[src/rtl/alarm_pkg.sv]
package alarm_pkg;
  localparam int BYTE_W   = 8;
  localparam int MASK_BIT = BYTE_W - 1;
  localparam int DYDT_BIT = BYTE_W - 2;
  localparam int NUM_ALM  = 2;
  localparam int NUM_TAPS = 4;
  localparam int RATE_W   = $clog2(NUM_TAPS);
  localparam int CTL_W    = RATE_W + 3;

  typedef logic [BYTE_W-1:0] rbyte_t;

  typedef struct packed {
    rbyte_t sec;
    rbyte_t min;
    rbyte_t hour;
    rbyte_t dow;
    rbyte_t date;
  } live_time_t;

  typedef struct packed {
    logic [RATE_W-1:0] rate;
    logic              route;
    logic              ie2;
    logic              ie1;
  } ctl_t;

  localparam ctl_t CTL_RESET = '{rate: '1, route: 1'b0, ie2: 1'b0, ie1: 1'b0};
endpackage

[src/rtl/alarm_cmp.sv]
module alarm_cmp
  import alarm_pkg::*;
#(
  parameter bit HAS_SEC = 1'b1
) (
  input  live_time_t now,
  input  rbyte_t     al_sec,
  input  rbyte_t     al_min,
  input  rbyte_t     al_hour,
  input  rbyte_t     al_dd,
  output logic       hit
);
  localparam int NF = 3;
  localparam int DD_W = DYDT_BIT;

  rbyte_t        al_f  [NF];
  rbyte_t        now_f [NF];
  logic [NF-1:0] f_ok;
  rbyte_t        dd_target;
  logic          dd_ok;
  logic          sec_gate;

  always_comb begin
    al_f[0]  = al_sec;  now_f[0] = now.sec;
    al_f[1]  = al_min;  now_f[1] = now.min;
    al_f[2]  = al_hour; now_f[2] = now.hour;
  end

  for (genvar i = 0; i < NF; i++) begin : g_field
    assign f_ok[i] = al_f[i][MASK_BIT] |
                     ({1'b0, al_f[i][MASK_BIT-1:0]} == now_f[i]);
  end

  assign dd_target = al_dd[DYDT_BIT] ? now.dow : now.date;
  assign dd_ok     = al_dd[MASK_BIT] |
                     ({{(BYTE_W-DD_W){1'b0}}, al_dd[DD_W-1:0]} == dd_target);

  if (HAS_SEC) begin : g_sec
    assign sec_gate = 1'b1;
  end else begin : g_nosec
    assign sec_gate = (now.sec == '0);
  end

  assign hit = (&f_ok) & dd_ok & sec_gate;
endmodule

[src/rtl/alarm_flags.sv]
module alarm_flags
  import alarm_pkg::*;
#(
  parameter int N = NUM_ALM
) (
  input  logic         clk,
  input  logic         rst,
  input  logic         tick,
  input  logic [N-1:0] hit,
  input  logic         wr_en,
  input  logic [N-1:0] wr_data,
  output logic [N-1:0] flags
);
  for (genvar i = 0; i < N; i++) begin : g_flag
    logic set_now;
    logic clr_now;
    assign set_now = tick & hit[i];
    assign clr_now = wr_en & ~wr_data[i];
    always_ff @(posedge clk) begin
      if (rst)          flags[i] <= 1'b0;
      else if (set_now) flags[i] <= 1'b1;
      else if (clr_now) flags[i] <= 1'b0;
    end
  end
endmodule

[src/rtl/sqw_mux.sv]
module sqw_mux
  import alarm_pkg::*;
#(
  parameter int NT = NUM_TAPS,
  localparam int SW = $clog2(NT)
) (
  input  logic [NT-1:0] taps,
  input  logic [SW-1:0] sel,
  output logic          wave
);
  always_comb begin
    wave = 1'b0;
    for (int i = 0; i < NT; i++)
      if (sel == SW'(i)) wave = taps[i];
  end
endmodule

[src/rtl/alarm_irq_unit.sv]
module alarm_irq_unit
  import alarm_pkg::*;
(
  input  logic                clk,
  input  logic                rst,
  input  logic                sec_tick,
  input  logic [BYTE_W-1:0]   now_sec,
  input  logic [BYTE_W-1:0]   now_min,
  input  logic [BYTE_W-1:0]   now_hour,
  input  logic [BYTE_W-1:0]   now_dow,
  input  logic [BYTE_W-1:0]   now_date,
  input  logic [BYTE_W-1:0]   a1_sec,
  input  logic [BYTE_W-1:0]   a1_min,
  input  logic [BYTE_W-1:0]   a1_hour,
  input  logic [BYTE_W-1:0]   a1_dd,
  input  logic [BYTE_W-1:0]   a2_min,
  input  logic [BYTE_W-1:0]   a2_hour,
  input  logic [BYTE_W-1:0]   a2_dd,
  input  logic                ctl_we,
  input  logic [CTL_W-1:0]    ctl_wdata,
  input  logic                flag_we,
  input  logic [NUM_ALM-1:0]  flag_wdata,
  input  logic [NUM_TAPS-1:0] clk_taps,
  output logic [NUM_ALM-1:0]  alarm_flags,
  output logic                irq_a_n,
  output logic                irq_b_n
);
  localparam rbyte_t MASKED = rbyte_t'(1) << MASK_BIT;

  live_time_t         now_t;
  ctl_t               ctl_q;
  logic [NUM_ALM-1:0] hit;
  logic [NUM_ALM-1:0] active;
  logic               sq_wave;
  logic               ctl_route;
  logic [RATE_W-1:0]  ctl_rate;

  assign now_t = '{sec: now_sec, min: now_min, hour: now_hour,
                   dow: now_dow, date: now_date};

  always_ff @(posedge clk) begin
    if (rst)         ctl_q <= CTL_RESET;
    else if (ctl_we) ctl_q <= ctl_t'(ctl_wdata);
  end

  assign ctl_route = ctl_q.route;
  assign ctl_rate  = ctl_q.rate;

  alarm_cmp #(.HAS_SEC(1'b1)) u_cmp1 (
    .now(now_t), .al_sec(a1_sec), .al_min(a1_min),
    .al_hour(a1_hour), .al_dd(a1_dd), .hit(hit[0])
  );

  alarm_cmp #(.HAS_SEC(1'b0)) u_cmp2 (
    .now(now_t), .al_sec(MASKED), .al_min(a2_min),
    .al_hour(a2_hour), .al_dd(a2_dd), .hit(hit[1])
  );

  alarm_flags #(.N(NUM_ALM)) u_flags (
    .clk(clk), .rst(rst), .tick(sec_tick), .hit(hit),
    .wr_en(flag_we), .wr_data(flag_wdata), .flags(alarm_flags)
  );

  sqw_mux #(.NT(NUM_TAPS)) u_sqw (
    .taps(clk_taps), .sel(ctl_rate), .wave(sq_wave)
  );

  assign active = alarm_flags & {ctl_q.ie2, ctl_q.ie1};

  always_ff @(posedge clk) begin
    if (rst) begin
      irq_a_n <= 1'b1;
      irq_b_n <= 1'b1;
    end else if (ctl_route) begin
      irq_a_n <= ~active[0];
      irq_b_n <= ~active[1];
    end else begin
      irq_a_n <= ~(|active);
      irq_b_n <= sq_wave;
    end
  end
endmodule

[config.mk]
export PLATFORM = sky130hd
export DESIGN_NAME = alarm_irq_unit
export DESIGN_NICKNAME = d
export VERILOG_FILES = /design/src/rtl/alarm_pkg.sv /design/src/rtl/alarm_cmp.sv /design/src/rtl/alarm_flags.sv /design/src/rtl/sqw_mux.sv /design/src/rtl/alarm_irq_unit.sv
export SDC_FILE = /design/constraint.sdc
export NUM_CORES = 1
export LEC_CHECK = 0
export BUFFER_PORTS_ARGS = -buffer_cell sky130_fd_sc_hd__buf_4
export CAP_MARGIN = 20
export CORE_MARGIN = 2
export CORE_UTILIZATION = 36
export CTS_CLUSTER_DIAMETER = 100
export CTS_CLUSTER_SIZE = 8
export DETAILED_ROUTE_END_ITERATION = 6
export HOLD_SLACK_MARGIN = 0.06
export PLACE_DENSITY_LB_ADDON = 0.3
export SLEW_MARGIN = 20
export SYNTH_ARGS = -nofsm -noshare
export SYNTH_HDL_FRONTEND = slang
export SYNTH_HIERARCHICAL = 1
export SYNTH_SLANG_ARGS = --single-unit
[constraint.sdc]
create_clock -name clk -period 2.05 [get_ports clk]
set_clock_uncertainty 0.15 [all_clocks]
set_input_delay 0.1025 -clock clk [delete_from_list [all_inputs] [get_ports clk]]
set_output_delay 0.1025 -clock clk [all_outputs]
set_load 0.005 [all_outputs]
* Word level (Yosys, flattened, before mapping)
Index checks and enable logic that the tools add are counted.
W data, S select, Z words.
** Operators by class
- Add/sub/neg operators :: 0
- $mul :: 0
- Divide/modulo/power cells :: 0
- $lt $le $gt $ge :: 0
- Eq/ne operators :: 10
- Shift-type cells :: 0
- Muxes and demuxes :: 12
- Bitwise logic cells :: 20
- Reduce and logical (&&, ||, !) cells :: 7
** Operators with widths (number)
- $eq A7 B8 Y1 :: 5
- $eq A6 B8 Y1 :: 2
- $mux W8 :: 2
- $mux W1 :: 10
- $logic_not A8 Y1 :: 1
- $and A1 B1 Y1 :: 7
- $or A1 B1 Y1 :: 7
- $not A1 Y1 :: 5
- $eq A2 B2 Y1 const B :: 2
- $reduce_bool A2 Y1 :: 2
- $reduce_and A3 Y1 :: 1
- $and A2 B2 Y2 :: 1
- $eq A2 B1 Y1 const B :: 1
- $logic_not A2 Y1 :: 1
- $reduce_and A2 Y1 :: 1
- $reduce_or A2 Y1 :: 1
** Storage, ports and cells
- Register bits after elaboration :: 9
- Latch bits :: 0
- Bits in writable memories :: 0
- ROM bits :: 0
- Input bits :: 112
- Output and inout port bits :: 4
- Logic and storage cells :: 57
- Memories kept :: 0

* Depth between registers and ports, before layout
- Depth in word-level cells :: 7
- Mapped depth :: 8
- Gate-level depth less buffers :: 7

* Cells and area by module
Netlist, hierarchy kept.
** Modules (own cells, without submodules)
- alarm_cmp (u_cmp2) :: instances 1, cells an instance 52, area an instance 420.4 µm², sequential area each 0.0 µm²
- alarm_cmp (u_cmp1) :: instances 1, cells an instance 49, area an instance 395.4 µm², sequential area each 0.0 µm²
- alarm_irq_unit :: instances 1, cells an instance 25, area an instance 257.7 µm², sequential area each 140.1 µm²
- alarm_flags :: instances 1, cells an instance 10, area an instance 87.6 µm², sequential area each 40.0 µm²
- sqw_mux :: instances 1, cells an instance 1, area an instance 22.5 µm², sequential area each 0.0 µm²

* Worst setup path after synthesis
Ideal clock, no wire load.
- Kind :: input to register
- From :: in a1_dd[6]
- To :: reg u_flags.flags[0]
- Library setup time :: 75 ps
- Data arrival time :: 1340 ps
- Data required time :: 1825 ps
- Setup slack :: 486 ps
- Stages :: 8
- Path buffers :: 1
- Cells stage by stage :: buf_6 mux2i_1 xnor2_1 nor4_1 a41oi_1 nor4_1 nand2_1 o22ai_1
** On the way
- Word-level cells in the longest chain between the ends :: 6
- Elaborated cells between the ends (all ways) :: 7
- Classes of those cells :: eq/ne: 1; mux: 2; bitwise: 3; reduce/logical: 1
** RTL lines
- start, declared :: RTL line alarm_irq_unit.sv:15 : input logic [BYTE_W-1:0] a1_dd,
- $mux W8 (*) :: RTL line alarm_cmp.sv:34 : assign dd_target = al_dd[DYDT_BIT] ? now.dow : now.date;
- $eq A6 B8 Y1 (*) :: RTL line alarm_cmp.sv:36 : ({{(BYTE_W-DD_W){1'b0}}, al_dd[DD_W-1:0]} == dd_target);
- $or A1 B1 Y1 (*) :: RTL line alarm_cmp.sv:35 : assign dd_ok = al_dd[MASK_BIT] |
- $and A1 B1 Y1 (*) :: RTL line alarm_cmp.sv:44 : assign hit = (&f_ok) & dd_ok & sec_gate;
- net hit[0] :: RTL line alarm_irq_unit.sv:32 : logic [NUM_ALM-1:0] hit;
- $and A1 B1 Y1 (*) :: RTL line alarm_flags.sv:17 : assign set_now = tick & hit[i];
- $mux W1 or $reduce_bool A2 Y1 (tied branches)
- end signal, assigned by index :: RTL line alarm_flags.sv:20 : if (rst) flags[i] <= 1'b0;
- end signal, assigned by index :: RTL line alarm_flags.sv:21 : else if (set_now) flags[i] <= 1'b1;
- end signal, assigned by index :: RTL line alarm_flags.sv:22 : else if (clr_now) flags[i] <= 1'b0;
- end, declared :: RTL line alarm_flags.sv:12 : output logic [N-1:0] flags
Mark *: on every way through the listed nets, which the timed path passes. The rest lies on a longest branch.
A chain may end at the register's enable or synchronous reset.

* Worst setup path after layout
Same ends and word-level chain as after synthesis.

==> impl_metrics.json <==
{
  "synth_cell_types": 24,
  "dieWidth_um": 61.3,
  "hold_ws_ns": 0.101,
  "grt_pass1_wl_mm": 5.83,
  "place_area_sq_um": 2090,
  "hold_viol": 0,
  "min_path_type": "in2reg",
  "final_max_slew_viol_count": 0,
  "powerDensity_nw_per_um2": 305,
  "start_util_pct": 38.1,
  "io_buffer_count": 115,
  "antenna_found_initial": 0,
  "status": "finished clean",
  "cp_max_fo": 8,
  "p_switching_mw": 0.199,
  "fmax_mhz": 512,
  "power.share.switching_pct": 28.5,
  "critPathArrivalTime_ns": 2.00,
  "synth.mux.area_fraction_pct": 16.3,
  "clock_path_buffers": 2,
  "avgSynthCellArea_sq_um": 8.64,
  "rsz0062_at_grt": "true",
  "gp_congestion": 0.782,
  "crit_path_frequent_cell": "nor4_1",
  "drive_above_1_share_pct": 46.2,
  "cp-start-kind": "primary input",
  "num_io_pins": 116,
  "drc": 0,
  "htreeDepth": 1,
  "synthSimpleGateAreaFrac_pct": 17.7,
  "synth-seq-area-share_pct": 15.2,
  "cp-end-kind": "flip-flop",
  "maxCapViolCount": 0,
  "yosysWarnings": 6,
  "diodes": 0,
  "final_area_sq_um": 2290,
  "yosys_register_bits": 9,
  "fin_crit_sh_pct": 95.3,
  "grt-ovfl-total": 0,
  "num-fill-cells": 251,
  "synth_top_family_by_area": "XOR/XNOR gates",
  "crit_chain": "buf_4 -> mux2i_1 -> xnor2_1 -> nor4_1 -> a41oi_1 -> nor4_1 -> nand2_1 -> o22ai_1 -> dlygate4sd3_1",
  "clock-sinks": 9,
  "placementRows": 20,
  "drt_iter0_drc": 55,
  "cts_tree": "done",
  "detail_route.first_pass.iterations": 3,
  "syn_area_sq_um": 1180,
  "final_core_util_pct": 73.8,
  "ant_nets": 0,
  "via_count": 1479,
  "max_stage_delay_ns": 0.55,
  "gr-usage-all-layers_pct": 20.5,
  "cts_buffers": 3,
  "setup.worst_path.class": "in2reg",
  "wl_mm": 3.98,
  "finalWorstPathRequiredPeriod_ns": 1.95,
  "p_int_mw": 0.500,
  "grt_max_degree": 11,
  "routed_via_density": 4.67,
  "insertion_delay_ns": 0.25,
  "worst_ep_required_time_ns": 2.09,
  "grt_pass1_vias": 1465,
  "fin_nets": 386,
  "p_leak_nw": 1.09,
  "coreArea_sq_um": 3100,
  "synth_compound_area_share_pct": 7.40,
  "synthAdderAreaFrac_pct": 0,
  "slowest_stage": "dlygate4sd3_1",
  "vdd_drop_max_v": 0.000172,
  "ctsRootBufferMaster": "clkbuf_4",
  "pwr-share-clk_pct": 18.2,
  "dp_hpwl_mm": 3.28,
  "syn_inst": 137,
  "synthXorXnorAreaFrac_pct": 40.0,
  "wl_per_cell_um": 12.6,
  "power_frac_comb_pct": 54.9,
  "dieArea_sq_um": 3760,
  "setup_viol": 0,
  "die_y_um": 61.3,
  "cts.clk_slew.worst_paths_ns": 0.06,
  "syn2layout_area_growth_pct": 93.3,
  "p_seq_share_pct": 26.9
}
## worst max-delay path, delay by kind of cell
family,cells,cell delay [ns]
xor gates and xnor gates,1,0.10
muxes,1,0.23
AOI/OAI and AO/OA,2,0.31
and+or+nand+nor,3,0.55
buffers and inverters,2,0.70
## cells by family (layout without fill, tap and decap cells)
logic type / Yosys count / in the layout
DFF: 9 / 9
AOI/OAI and AO/OA: 14 / 14
buffers and inverters: 4 / 134
other: 2 / 8
and+or+nand+nor: 36 / 36
muxes: 18 / 18
xor gates and xnor gates: 54 / 54
## layout make-up
class                           instances  area (sq um)  share of cell area [%]
Multi-Input combinational cell        130          1020                    44.4
Sequential cell                         9           180                    7.87
Clock buffer                            4          26.3                    1.15
Inverter                                1          3.75                   0.164
Timing Repair Buffer                  129          1010                    44.0
Tap cell                               44          55.1                    2.41
## flip-flops by register name, summed over array words and instances, names as in the netlist
signal	cells
ctl_q	2
ctl_route	1
irq_b_n	1
ctl_rate	2
u_flags/flags	2
irq_a_n	1
## path summary, 6_finish.rpt
| path | startpoint | to | slack, ns | cells after the start |
|---|---|---|---|---|
| setup / recovery | a1_dd[6] | u_flags/flags[0] | 0.1 | 9 |
| hold / removal | flag_we | u_flags/flags[1] | 0.10 | 3 |
| setup reg to reg | ctl_rate[0] | irq_b_n | 0.67 | 3 |
| hold reg to reg | ctl_q[0] | irq_a_n | 0.32 | 1 |
## cell usage after synthesis
cell type,number,area [sq um]
mux2i_1,17,170
xor2_1,42,368
mux4_2,1,22.5
o211ai_1,1,7.51
nor4_2,1,12.5
dfxtp_1,9,180
nand2b_2,1,8.76
a31oi_1,1,6.26
nand4_1,1,6.26
nor3_1,3,15.0
nand2_1,5,18.8
nor2_1,5,18.8
a21oi_1,7,35.0
xnor2_1,12,105
nand2b_1,1,6.26
nor4bb_1,1,10.0
buf_6,2,22.5
inv_2,1,3.75
a41oi_1,3,26.3
o22ai_1,2,12.5
nor4_1,16,100
buf_4,1,7.51
nor2b_1,2,12.5
conb_1,2,7.51
## per-stage QoR
stage / std cells / worst slack [ns] / power [mW] / TNS [ns]
after floorplan: 143 / 0.486 / 0.334 / 0
after global placement: 299 / 0.360 / 0.538 / 0
after detailed placement: 299 / 0.300 / 0.543 / 0
after CTS: 319 / 0.0120 / 0.700 / 0
after global routing: 317 / -0.0622 / 0.753 / -0.0622
final: 317 / 0.0971 / 0.699 / 0
## timing repair
item / in CTS / in global routing
buffers inserted: 0 / 0
endpoints found under the hold margin: 8 / 1
endpoints found under the setup margin: 0 / 4
resized for setup: 0 / 5
hold buffers: 16 / 1
## layer usage
| layer | global-route usage [%] | part of all wire (%) |
|---|---|---|
| met2 | 39.7 | 54 |
| met5 | 0 | 0 |
| met3 | 3.78 | 7.7 |
| met1 | 22.8 | 37 |
| met4 | 5.17 | 1.4 |
## power groups by stage
| stage | logic, mW | registers (mW) | clock network, mW |
|---|---|---|---|
| floorplan | 0.143 | 0.191 | 0 |
| global placement | 0.347 | 0.191 | 0 |
| detailed placement | 0.352 | 0.191 | 0 |
| CTS | 0.378 | 0.187 | 0.135 |
| global route | 0.418 | 0.189 | 0.146 |
| finish | 0.384 | 0.188 | 0.127 |
## layout by cell type (no fill, tap or decap), drive strengths merged
cell and n:
buf 115, xor2 42, mux2i 17, nor4 17, dlygate4sd3 14, xnor2 12, dfxtp 9, conb 8
a21oi 7, nor2 5, nand2 5, clkbuf 4, nor3 3, a41oi 3, nor2b 2, o22ai 2
nand2b 2, inv 1, nor4bb 1, a31oi 1, nand4 1, o211ai 1, mux4 1
Note: power is estimated with default switching activity, not from simulation.
